--- src/rtl/eep_pkg.sv ---
package eep_pkg;

  // Bus-side sequencing states
  typedef enum logic [2:0] {
    ST_IDLE,
    ST_RX,
    ST_ACK,
    ST_TX,
    ST_RACK,
    ST_TXNEXT,
    ST_WAIT
  } eep_state_t;

  // Meaning of the byte currently being received
  typedef enum logic [2:0] {
    RL_DEV,
    RL_AHI,
    RL_ALO,
    RL_DATA,
    RL_CTRL
  } eep_role_t;

  localparam logic [3:0] MEM_CODE = 4'b1010;
  localparam logic [3:0] CTL_CODE = 4'b0110;

endpackage

--- src/rtl/eep_bus_sense.sv ---
module eep_bus_sense #(
  parameter int STAGES = 2
) (
  input  logic clk,
  input  logic rst,
  input  logic scl_i,
  input  logic sda_i,
  output logic scl_s,
  output logic sda_s,
  output logic scl_rise,
  output logic scl_fall,
  output logic start_det,
  output logic stop_det
);

  logic [STAGES-1:0] scl_pipe;
  logic [STAGES-1:0] sda_pipe;
  logic              scl_d;
  logic              sda_d;

  always_ff @(posedge clk) begin
    if (rst) begin
      scl_pipe <= '1;
      sda_pipe <= '1;
      scl_d    <= 1'b1;
      sda_d    <= 1'b1;
    end else begin
      scl_pipe <= {scl_pipe[STAGES-2:0], scl_i};
      sda_pipe <= {sda_pipe[STAGES-2:0], sda_i};
      scl_d    <= scl_pipe[STAGES-1];
      sda_d    <= sda_pipe[STAGES-1];
    end
  end

  assign scl_s     = scl_pipe[STAGES-1];
  assign sda_s     = sda_pipe[STAGES-1];
  assign scl_rise  = scl_s & ~scl_d;
  assign scl_fall  = ~scl_s & scl_d;
  // SDA moving while SCL stays high marks a bus condition
  assign start_det = scl_s & scl_d & sda_d & ~sda_s;
  assign stop_det  = scl_s & scl_d & ~sda_d & sda_s;

endmodule

--- src/rtl/eep_timers.sv ---
module eep_timers #(
  parameter int WR_CYCLES  = 1000000,
  parameter int TMO_CYCLES = 6000000
) (
  input  logic clk,
  input  logic rst,
  input  logic scl_s,
  input  logic active,
  input  logic wr_go,
  output logic busy,
  output logic tmo_fire
);

  localparam int WW = $clog2(WR_CYCLES + 1);
  localparam int TW = $clog2(TMO_CYCLES + 1);

  logic [WW-1:0] wr_cnt;
  logic [TW-1:0] low_cnt;

  // Internal write-cycle interval
  always_ff @(posedge clk) begin
    if (rst) begin
      wr_cnt <= '0;
    end else if (wr_go) begin
      wr_cnt <= WW'(WR_CYCLES);
    end else if (wr_cnt != '0) begin
      wr_cnt <= wr_cnt - 1'b1;
    end
  end

  // Length of the current SCL-low stretch inside a transaction
  always_ff @(posedge clk) begin
    if (rst || !active || scl_s) begin
      low_cnt <= '0;
    end else if (low_cnt != TW'(TMO_CYCLES)) begin
      low_cnt <= low_cnt + 1'b1;
    end
  end

  assign busy     = (wr_cnt != '0);
  assign tmo_fire = active & ~scl_s & (low_cnt == TW'(TMO_CYCLES));

endmodule

--- src/rtl/eep_mem.sv ---
module eep_mem #(
  parameter int DEPTH = 512,
  parameter int DW    = 8,
  localparam int AW   = $clog2(DEPTH)
) (
  input  logic          clk,
  input  logic          we,
  input  logic [AW-1:0] addr,
  input  logic [DW-1:0] wdata,
  output logic [DW-1:0] rdata
);

  logic [DW-1:0] ram [DEPTH];

  // Single-port, read-first, registered read: maps onto block RAM
  always_ff @(posedge clk) begin
    if (we) begin
      ram[addr] <= wdata;
    end
    rdata <= ram[addr];
  end

endmodule

--- src/rtl/prot_eeprom.sv ---
module prot_eeprom
  import eep_pkg::*;
#(
  parameter int MEM_BYTES   = 512,
  parameter int BLOCK_BYTES = 128,
  parameter int PROT_BLOCKS = 3,
  parameter int RSV_LO      = 256,
  parameter int RSV_HI      = 319,
  parameter int WR_CYCLES   = 1000000,
  parameter int TMO_CYCLES  = 6000000,
  parameter int SYNC_STAGES = 2
) (
  input  logic       clk,
  input  logic       rst,
  input  logic       scl_i,
  input  logic       sda_i,
  input  logic [2:0] strap_i,
  output logic       sda_oe
);

  // MEM_BYTES must be a power of two between 512 and 65536
  localparam int AW   = $clog2(MEM_BYTES);
  localparam int NBLK = MEM_BYTES / BLOCK_BYTES;
  localparam int BW   = $clog2(NBLK);
  localparam int OFFW = $clog2(BLOCK_BYTES);

  logic scl_s, sda_s, scl_rise, scl_fall, start_det, stop_det;
  logic busy, tmo_fire, wr_go;

  eep_state_t    state;
  eep_role_t     role;
  logic [3:0]    bit_cnt;
  logic [7:0]    shreg;
  logic [AW-1:0] ptr;
  logic          is_ctrl;
  logic          rd_mode;
  logic          sda_oe_q;
  logic          wrote;

  logic          byte_done;
  logic          tx_load;
  logic          mem_hit;
  logic          ctl_hit;
  logic          rsv_hit;
  logic [BW-1:0] cur_blk;
  logic [NBLK-1:0] lock_v;
  logic          mem_we;
  logic [7:0]    mem_rdata;
  logic [7:0]    rd_byte;
  logic          ctl_wr;
  logic [BW-1:0] ctl_idx;
  logic          ctl_set;

  eep_bus_sense #(.STAGES(SYNC_STAGES)) u_sense (
    .clk       (clk),
    .rst       (rst),
    .scl_i     (scl_i),
    .sda_i     (sda_i),
    .scl_s     (scl_s),
    .sda_s     (sda_s),
    .scl_rise  (scl_rise),
    .scl_fall  (scl_fall),
    .start_det (start_det),
    .stop_det  (stop_det)
  );

  eep_timers #(.WR_CYCLES(WR_CYCLES), .TMO_CYCLES(TMO_CYCLES)) u_timers (
    .clk      (clk),
    .rst      (rst),
    .scl_s    (scl_s),
    .active   (state != ST_IDLE),
    .wr_go    (wr_go),
    .busy     (busy),
    .tmo_fire (tmo_fire)
  );

  eep_mem #(.DEPTH(MEM_BYTES), .DW(8)) u_mem (
    .clk   (clk),
    .we    (mem_we),
    .addr  (ptr),
    .wdata (shreg),
    .rdata (mem_rdata)
  );

  // Per-block lock flags; blocks at or above PROT_BLOCKS are always open
  for (genvar g = 0; g < NBLK; g++) begin : g_blk
    if (g < PROT_BLOCKS) begin : g_lock
      logic lock_q;
      always_ff @(posedge clk) begin
        if (rst) begin
          lock_q <= 1'b0;
        end else if (ctl_wr && (ctl_idx == BW'(g))) begin
          lock_q <= ctl_set;
        end
      end
      assign lock_v[g] = lock_q;
    end else begin : g_open
      assign lock_v[g] = 1'b0;
    end
  end

  always_comb begin
    byte_done = (state == ST_RX) && scl_fall && (bit_cnt == 4'd8);
    tx_load   = scl_fall && (((state == ST_ACK) && rd_mode) || (state == ST_TXNEXT));
    mem_hit   = (shreg[7:1] == {MEM_CODE, strap_i}) && !busy;
    ctl_hit   = (shreg[7:1] == {CTL_CODE, strap_i}) && !busy;
    rsv_hit   = (ptr >= AW'(RSV_LO)) && (ptr <= AW'(RSV_HI));
    cur_blk   = ptr[AW-1:OFFW];
    mem_we    = byte_done && (role == RL_DATA) && !lock_v[cur_blk] && !rsv_hit;
    ctl_wr    = byte_done && (role == RL_CTRL);
    ctl_idx   = shreg[BW-1:0];
    ctl_set   = shreg[7];
    rd_byte   = is_ctrl ? 8'(lock_v) : (rsv_hit ? 8'h00 : mem_rdata);
    wr_go     = stop_det && wrote;
  end

  always_ff @(posedge clk) begin
    if (rst) begin
      state    <= ST_IDLE;
      role     <= RL_DEV;
      bit_cnt  <= '0;
      shreg    <= '0;
      ptr      <= '0;
      is_ctrl  <= 1'b0;
      rd_mode  <= 1'b0;
      sda_oe_q <= 1'b0;
      wrote    <= 1'b0;
    end else if (tmo_fire || stop_det) begin
      state    <= ST_IDLE;
      sda_oe_q <= 1'b0;
      wrote    <= 1'b0;
    end else if (start_det) begin
      state    <= ST_RX;
      role     <= RL_DEV;
      bit_cnt  <= '0;
      sda_oe_q <= 1'b0;
    end else if (tx_load) begin
      // Drive the top bit of the next read byte
      sda_oe_q <= ~rd_byte[7];
      shreg    <= {rd_byte[6:0], 1'b0};
      bit_cnt  <= 4'd1;
      state    <= ST_TX;
      if (!is_ctrl) begin
        ptr <= ptr + 1'b1;
      end
    end else begin
      unique case (state)
        ST_RX: begin
          if (scl_rise && (bit_cnt != 4'd8)) begin
            shreg   <= {shreg[6:0], sda_s};
            bit_cnt <= bit_cnt + 1'b1;
          end else if (byte_done) begin
            sda_oe_q <= 1'b1;
            state    <= ST_ACK;
            unique case (role)
              RL_DEV: begin
                if (mem_hit || ctl_hit) begin
                  is_ctrl <= ctl_hit;
                  rd_mode <= shreg[0];
                  role    <= ctl_hit ? RL_CTRL : RL_AHI;
                end else begin
                  sda_oe_q <= 1'b0;
                  state    <= ST_WAIT;
                end
              end
              RL_AHI: begin
                ptr[AW-1:8] <= shreg[AW-9:0];
                role        <= RL_ALO;
              end
              RL_ALO: begin
                ptr[7:0] <= shreg;
                role     <= RL_DATA;
              end
              RL_DATA: begin
                ptr   <= ptr + 1'b1;
                wrote <= 1'b1;
              end
              RL_CTRL: begin
                wrote <= 1'b1;
              end
              default: begin
                state <= ST_WAIT;
              end
            endcase
          end
        end
        ST_ACK: begin
          if (scl_fall) begin
            sda_oe_q <= 1'b0;
            bit_cnt  <= '0;
            state    <= ST_RX;
          end
        end
        ST_TX: begin
          if (scl_fall) begin
            if (bit_cnt == 4'd8) begin
              sda_oe_q <= 1'b0;
              state    <= ST_RACK;
            end else begin
              sda_oe_q <= ~shreg[7];
              shreg    <= {shreg[6:0], 1'b0};
              bit_cnt  <= bit_cnt + 1'b1;
            end
          end
        end
        ST_RACK: begin
          if (scl_rise) begin
            state <= sda_s ? ST_WAIT : ST_TXNEXT;
          end
        end
        default: begin
        end
      endcase
    end
  end

  assign sda_oe = sda_oe_q;

endmodule

--- config.mk ---
export PLATFORM = sky130hd
export DESIGN_NAME = prot_eeprom
export DESIGN_NICKNAME = d
export VERILOG_FILES = /design/src/rtl/eep_pkg.sv /design/src/rtl/eep_bus_sense.sv /design/src/rtl/eep_timers.sv /design/src/rtl/eep_mem.sv /design/src/rtl/prot_eeprom.sv
export SDC_FILE = /design/constraint.sdc
export NUM_CORES = 2
export LEC_CHECK = 0
export BUFFER_PORTS_ARGS = -buffer_cell sky130_fd_sc_hd__buf_2
export CORE_MARGIN = 1.5
export CORE_UTILIZATION = 41
export CTS_BUF_LIST = sky130_fd_sc_hd__clkbuf_4
export DETAILED_ROUTE_END_ITERATION = 12
export PLACE_DENSITY_LB_ADDON = 0.05
export SETUP_SLACK_MARGIN = 0.05
export SYNTH_ARGS = -nofsm -noshare
export SYNTH_HDL_FRONTEND = slang
export SYNTH_SLANG_ARGS = --single-unit
export TNS_END_PERCENT = 5
--- constraint.sdc ---
create_clock -name clk -period 19.86 [get_ports clk]
set_input_delay 2.979 -clock clk [delete_from_list [all_inputs] [get_ports clk]]
set_output_delay 2.979 -clock clk [all_outputs]
set_load 0.01 [all_outputs]
# [After elaboration in Yosys (flattened, before gate mapping)]
# Memories as Yosys holds them, arrays and structs flattened. A register that Yosys moved wholly into a read port is not among the register bits.
# Cells that the tools add are included.
[totals] register_bits=83 mem_bits_rw=4096 elab_cells=209 n_memories=1
[classes] n_addsub=4 n_lt_le_gt_ge=3 n_eq_ne=44 muxes=56 n_bitwise=19 n_reduce_logical=60
[memory_table] memory="u_mem.ram" words=512 word_bits=8 read_ports=1 rd_clocked_by_memory_dff=1 write_ports=1 line_no="eep_mem.sv:13" text="logic [DW-1:0] ram [DEPTH];"
[ops] operator="$mux W8" n=6
[ops] operator="$mux W9" n=5
[ops] operator="$mux W3" n=14
[ops] operator="$reduce_and A7 Y1" n=6
[ops] operator="$mux W20" n=2
[ops] operator="$ne A4 B4 Y1 const B" n=8
[ops] operator="$pmux W8 S2" n=2
[ops] operator="$mux W4" n=6
[ops] operator="$ne A3 B3 Y1 const B" n=8
[ops] operator="$add A23 B1 Y23 const B" n=1
[ops] operator="$eq A23 B23 Y1 const B" n=1
[ops] operator="$ne A23 B23 Y1 const B" n=1
[ops] operator="$ne A2 B2 Y1 const B" n=10
[ops] operator="$reduce_bool A20 Y1" n=1
[ops] operator="$sub A20 B1 Y20 const B" n=1
[ops] operator="$reduce_and A6 Y1" n=3
[ops] operator="$logic_and A1 B1 Y1" n=16
[ops] operator="$eq A3 B2 Y1 const B" n=4
[ops] operator="$mux W1" n=12
[ops] operator="$pmux W3 S4" n=1
[ops] operator="$pmux W4 S3" n=1
[ops] operator="$reduce_bool A3 Y1" n=4
[ops] operator="$reduce_bool A4 Y1" n=3
[ops] operator="$not A1 Y1" n=10
[ops] operator="other kinds (33)" n=60

# [Longest topological paths before layout]
[logic_depth] ltp_word=11 depth_mapped=15 depth_no_buf=9

# [Hierarchy]
# Synthesis repeated with hierarchy kept, for this count alone.
[hier_totals] hier_cells=8163 hier_area_um2=163246.6
[modules_own_cells] mod="eep_mem" n_inst=1 cells_each=7575 area_each_um2=158359.4 seq_area_each_um2=123158.1
[modules_own_cells] mod="prot_eeprom" n_inst=1 cells_each=293 area_each_um2=2366.0 seq_area_each_um2=680.7
[modules_own_cells] mod="eep_timers" n_inst=1 cells_each=279 area_each_um2=2331.0 seq_area_each_um2=860.8
[modules_own_cells] mod="eep_bus_sense" n_inst=1 cells_each=16 area_each_um2=190.2 seq_area_each_um2=120.1

# [Worst setup path after synthesis]
# No wires, ideal clock.
[synth_timing] path_type="register -> register" start="reg shreg[1]" end="reg role[0]" setup_time_ps=124 arrival_time_ps=8210 required_time_ps=19736 setup_slack_ps=11526 path_stages_with_launch=8 n_path_buf=0 cell_sequence="dfxtp_1 > xor2_1 > nor3b_1 > nand3_1 > nor3b_1 > or3b_2 > o21ai_0 > o21ai_0"
[synth_via] elab_chain_len=10 elab_cells_between_ends=15 classes_between="eq/ne (3); mux (8); reduce/logical (4)"
[synth_lines] element="from (decl)" line_no="prot_eeprom.sv:33" text="logic [7:0] shreg;"
[synth_lines] element="from (signal assigned)" line_no="prot_eeprom.sv:140" text="shreg <= {rd_byte[6:0], 1'b0};"
[synth_lines] element="from (signal assigned)" line_no="prot_eeprom.sv:150" text="shreg <= {shreg[6:0], sda_s};"
[synth_lines] element="from (signal assigned)" line_no="prot_eeprom.sv:201" text="shreg <= {shreg[6:0], 1'b0};"
[synth_lines] element="$eq A7 B6 Y1" line_no="prot_eeprom.sv:106" text="ctl_hit = (shreg[7:1] == {CTL_CODE, strap_i}) && !busy;"
[synth_lines] element="$logic_and A1 B1 Y1" line_no="prot_eeprom.sv:106"
[synth_lines] element="$mux W3" line_no="prot_eeprom.sv:160" text="role <= ctl_hit ? RL_CTRL : RL_AHI;"
[synth_lines] element="$mux W3" line_no="prot_eeprom.sv:157" text="if (mem_hit || ctl_hit) begin"
[synth_lines] element="$pmux W3 S3" line_no="prot_eeprom.sv:155" text="unique case (role)"
[synth_lines] element="$mux W3" line_no="prot_eeprom.sv:152" text="end else if (byte_done) begin"
[synth_lines] element="$mux W3" line_no="prot_eeprom.sv:149" text="if (scl_rise && (bit_cnt != 4'd8)) begin"
[synth_lines] element="$mux W3" line_no="prot_eeprom.sv:147" text="unique case (state)"
[synth_lines] element="$mux W3" line_no="prot_eeprom.sv:137" text="end else if (tx_load) begin"
[synth_lines] element="$mux W3" line_no="prot_eeprom.sv:132" text="end else if (start_det) begin"
[synth_lines] element="to (signal assigned)" line_no="prot_eeprom.sv:160"
[synth_lines] element="to (decl)" line_no="prot_eeprom.sv:31" text="eep_role_t role;"
# Several ways; a longest one is shown, not always the timed one. The select of a mux whose other input is x is not followed.
# A chain may end at the register's enable or synchronous reset.

==> metrics.txt <==
FF/Latch Area=125000 sq um; Worst Reg2Reg Path Length in Cells=10; worst setup path class=reg -> reg; filler instances=34022; Clock power frac=0.441; Net Sw Frac=0.209; final period utilization=0.329; worst path cell trace=buf_4 > buf_4 > buf_4 > buf_4 > mux4_2 > mux4_2 > a32oi_1 > nand4_1 > or4_1 > or3_1; Distinct cells, synth=75; Final HPWL DP=310000 um; setup violators final=0; floorplan die area=400000 sq um; via count=87284; Min-Delay Path Depth=1; min-delay src=u_sense.scl_pipe[0]$_SDFF_PP1_; Final min period=6530 ps; P_int=13.8 mW; WL/cell=33.8 um; Final Core Density=0.469; most used cell, CP=buf_4; f_max=153 MHz; drt drc=0; multi-input logic area=37800 sq um; IO Port Bufs=7; Slew HR=0.0238; Post-CTS Setup Inserts=0; initial antenna violation count=35; Seq/Total Area, Yosys=0.768; CP startpoint=ptr[0]$_SDFFE_PP0P_; FF-to-FF setup slack=13330 ps; final net count=9290; largest net degree at the start of global routing=191; first-pass GRT wire length=708000 um; Die Span Y=633 um; Leakage Power=60.2 nW; Slew Limit Fails=0; Synth Flop Type=edfxtp_1; Total Power=17.5 mW; WHS=424 ps; CTS sink count=4187; DRT Wirelength=516000 um; CTS H-tree depth=7; Antenna Nets Post-Route=0; CP peak stage delay=760 ps; RSZ-0062 raised after global routing=false; total global-route track usage=0.260; Comb pwr share=0.007; CP Capture Type=flip-flop; RD Place Congestion=0.852; Area Growth Syn to Fin=14.0%; Final Hold Vio Count=0; part of the power in registers=0.551; P per Cell Area=94.2 nW/um^2; Max Cap Viol=0; grt total ovfl=0; vias in the first global route=89437; CP max-delay cell=buf_4; setup_tns=0 ps; ys async rst share=0; critical path arrival=8070 ps; placed cells=13313; crit path max fanout=35; drt initial violations=10152; synth warn=0; worst path required time=21400 ps; status=completed; EDFF count, synth=4096; Starting Density=0.411; worst vdd ir=0.0000555 V; worst skew pair latency=1740 ps; Slew @ Worst Pin=1460 ps; # hold bufs at CTS=0; first-pass detailed-route iteration total=8; number of gates resized after cts=0; CTS buffer count=1200; Mapped Avg Cell Area=20.8 sq um; reg2reg end=u_mem.rdata[2]$_DFF_P_; worst min path class=reg -> reg; clock-pin slew of the registers on the worst-case setup and hold paths=70 ps; clock buffer depth=5; I/O Pins=8; Hold EP=u_sense.scl_pipe[1]$_SDFF_PP1_; non-filler cells, final=15261; Synth Register Bits=4187; core box area=395000 sq um; Layout Skew=158 ps; CTS Root Cell=clkbuf_4; R2R Path Start=ptr[0]$_SDFFE_PP0P_; Post-Syn Area=163000 sq um; Synth Instances=7819; Die Wd=633 um; crit start category=flip-flop; sw power=3.65 mW; CTS tree=yes; Site Rows=231; layout cells sized above 1=0.311; Via density=5.72
==> power by group through the flow <==
stage / Sequential (mW) / Combinational [mW] / Clock [mW]
finish: 9.63 / 0.130 / 7.71
global route: 9.63 / 0.148 / 8.38
CTS: 9.63 / 0.129 / 7.91
detailed placement: 9.82 / 0.129 / 0
global placement: 9.82 / 0.122 / 0
floorplan: 9.82 / 0.0923 / 0
==> placed cells by master, fill, tap and decap left out, types with 28 or more instances in the layout <==
| cell type | count |
|---|---|
| a22o_1 | 31 |
| nor2_1 | 590 |
| mux2i_1 | 303 |
| dfxtp_1 | 79 |
| nand4_1 | 34 |
| o21ai_0 | 77 |
| a21oi_1 | 100 |
| nor3_1 | 38 |
| a22oi_1 | 98 |
| conb_1 | 488 |
| a32oi_1 | 42 |
| nand3_1 | 100 |
| nand2_1 | 250 |
| clkbuf_4 | 1697 |
| o22ai_1 | 52 |
| buf_4 | 194 |
| edfxtp_1 | 4096 |
| clkinv_1 | 160 |
| inv_2 | 28 |
| mux4_2 | 997 |
| a221oi_1 | 40 |
==> per-layer routing <==
metal / share of wire / track usage / vias up
met1: 0.41 / 0.349 / 46817
met5: 0.000079 / 0 / -
met3: 0.081 / 0.0694 / 776
met4: 0.032 / 0.102 / 6
li1: - / - / 35687
met2: 0.47 / 0.405 / 3998
==> synth_stat cells, types with 14 or more instances <==
master    instances  share of area
o32ai_1          14        0.00075
nor3_1           43         0.0013
clkbuf_1        188         0.0043
nand2b_1         20        0.00077
mux4_2          997           0.14
inv_1            14        0.00032
edfxtp_1       4096           0.76
xor2_1           18        0.00097
and3_1           15        0.00058
o21ai_0          79         0.0024
nand2_1         266         0.0061
nor2b_1          20        0.00077
mux2i_1         304          0.019
a21oi_1         100         0.0031
a221oi_1         42         0.0023
dfxtp_1          91          0.011
buf_1            69         0.0016
a32oi_1          42         0.0023
a31oi_1          16        0.00062
nand4_1          34         0.0013
a22o_1           31         0.0017
nand3_1         115         0.0035
nor2_1          595          0.014
xnor2_1          19         0.0010
a22oi_1          98         0.0045
or4_1            14        0.00065
mux2_2           17         0.0012
o22ai_1          52         0.0020
buf_4            39         0.0018
buf_2           146         0.0045
a211oi_1         20        0.00092
==> worst max path at each step <==
stage                                        end  slack, ps  cells after the start
after global routing      u_mem.rdata[0]$_DFF_P_      12880                     11
after detailed placement  u_mem.rdata[0]$_DFF_P_      13110                     11
final                     u_mem.rdata[2]$_DFF_P_      13330                     10
after CTS                 u_mem.rdata[0]$_DFF_P_      13080                     11
after floorplan             role[0]$_SDFFE_PP0P_      11530                      7
after global placement    u_mem.rdata[0]$_DFF_P_      13190                     11
==> critical path, delay by kind of cell (launching register included) <==
| family | cells | cell delay [ps] |
|---|---|---|
| buffers and inverters | 4 | 2900 |
| and+or+nand+nor | 3 | 1220 |
| muxes | 2 | 1090 |
| DFF | 1 | 680 |
| AOI/OAI and AO/OA | 1 | 350 |
==> registers in the layout, indices dropped and copies added, names as in the netlist <==
name                 flops
bit_cnt                  4
role                     3
u_sense.sda_pipe         2
u_mem.rdata              8
shreg                    8
u_sense.scl_pipe         2
u_timers.wr_cnt         20
ptr                      9
wrote                    1
u_sense.scl_d            1
u_timers.low_cnt        23
u_sense.sda_d            1
g_blk.g_lock.lock_q      3
u_mem.ram             4096
is_ctrl                  1
state                    3
rd_mode                  1
sda_oe                   1
==> cells by family (layout without fill, tap and decap cells) <==
kind of cell	Yosys count	count (layout)	synth area share
other cells	1	508	0.0000231
mux	1318	1318	0.158
compound gates	585	585	0.0253
xor+xnor	37	37	0.00199
fa+ha+maj	9	9	0.000693
simple gates	1209	1209	0.0327
flops	4187	4187	0.768
buf+inv	473	2166	0.0136
==> metrics by stage <==
| stage | instance area, sq um | setup WS [ps] |
|---|---|---|
| final | 185000 | 13330 |
| after global routing | 185000 | 12880 |
| after CTS | 185000 | 13080 |
| after detailed placement | 171000 | 13110 |
| after global placement | 171000 | 13190 |
| after floorplan | 164000 | 11530 |
==> cell type report <==
type / instances / share of cell area
Antenna cell: 20 / 0.000270
Sequential cell: 4187 / 0.673
Clock inverter: 230 / 0.00785
Inverter: 17 / 0.000398
Multi-Input combinational cell: 3646 / 0.204
Tap cell: 5242 / 0.0354
Timing Repair Buffer: 222 / 0.0102
Clock buffer: 1697 / 0.0687
(Power assumes the default switching activity.)
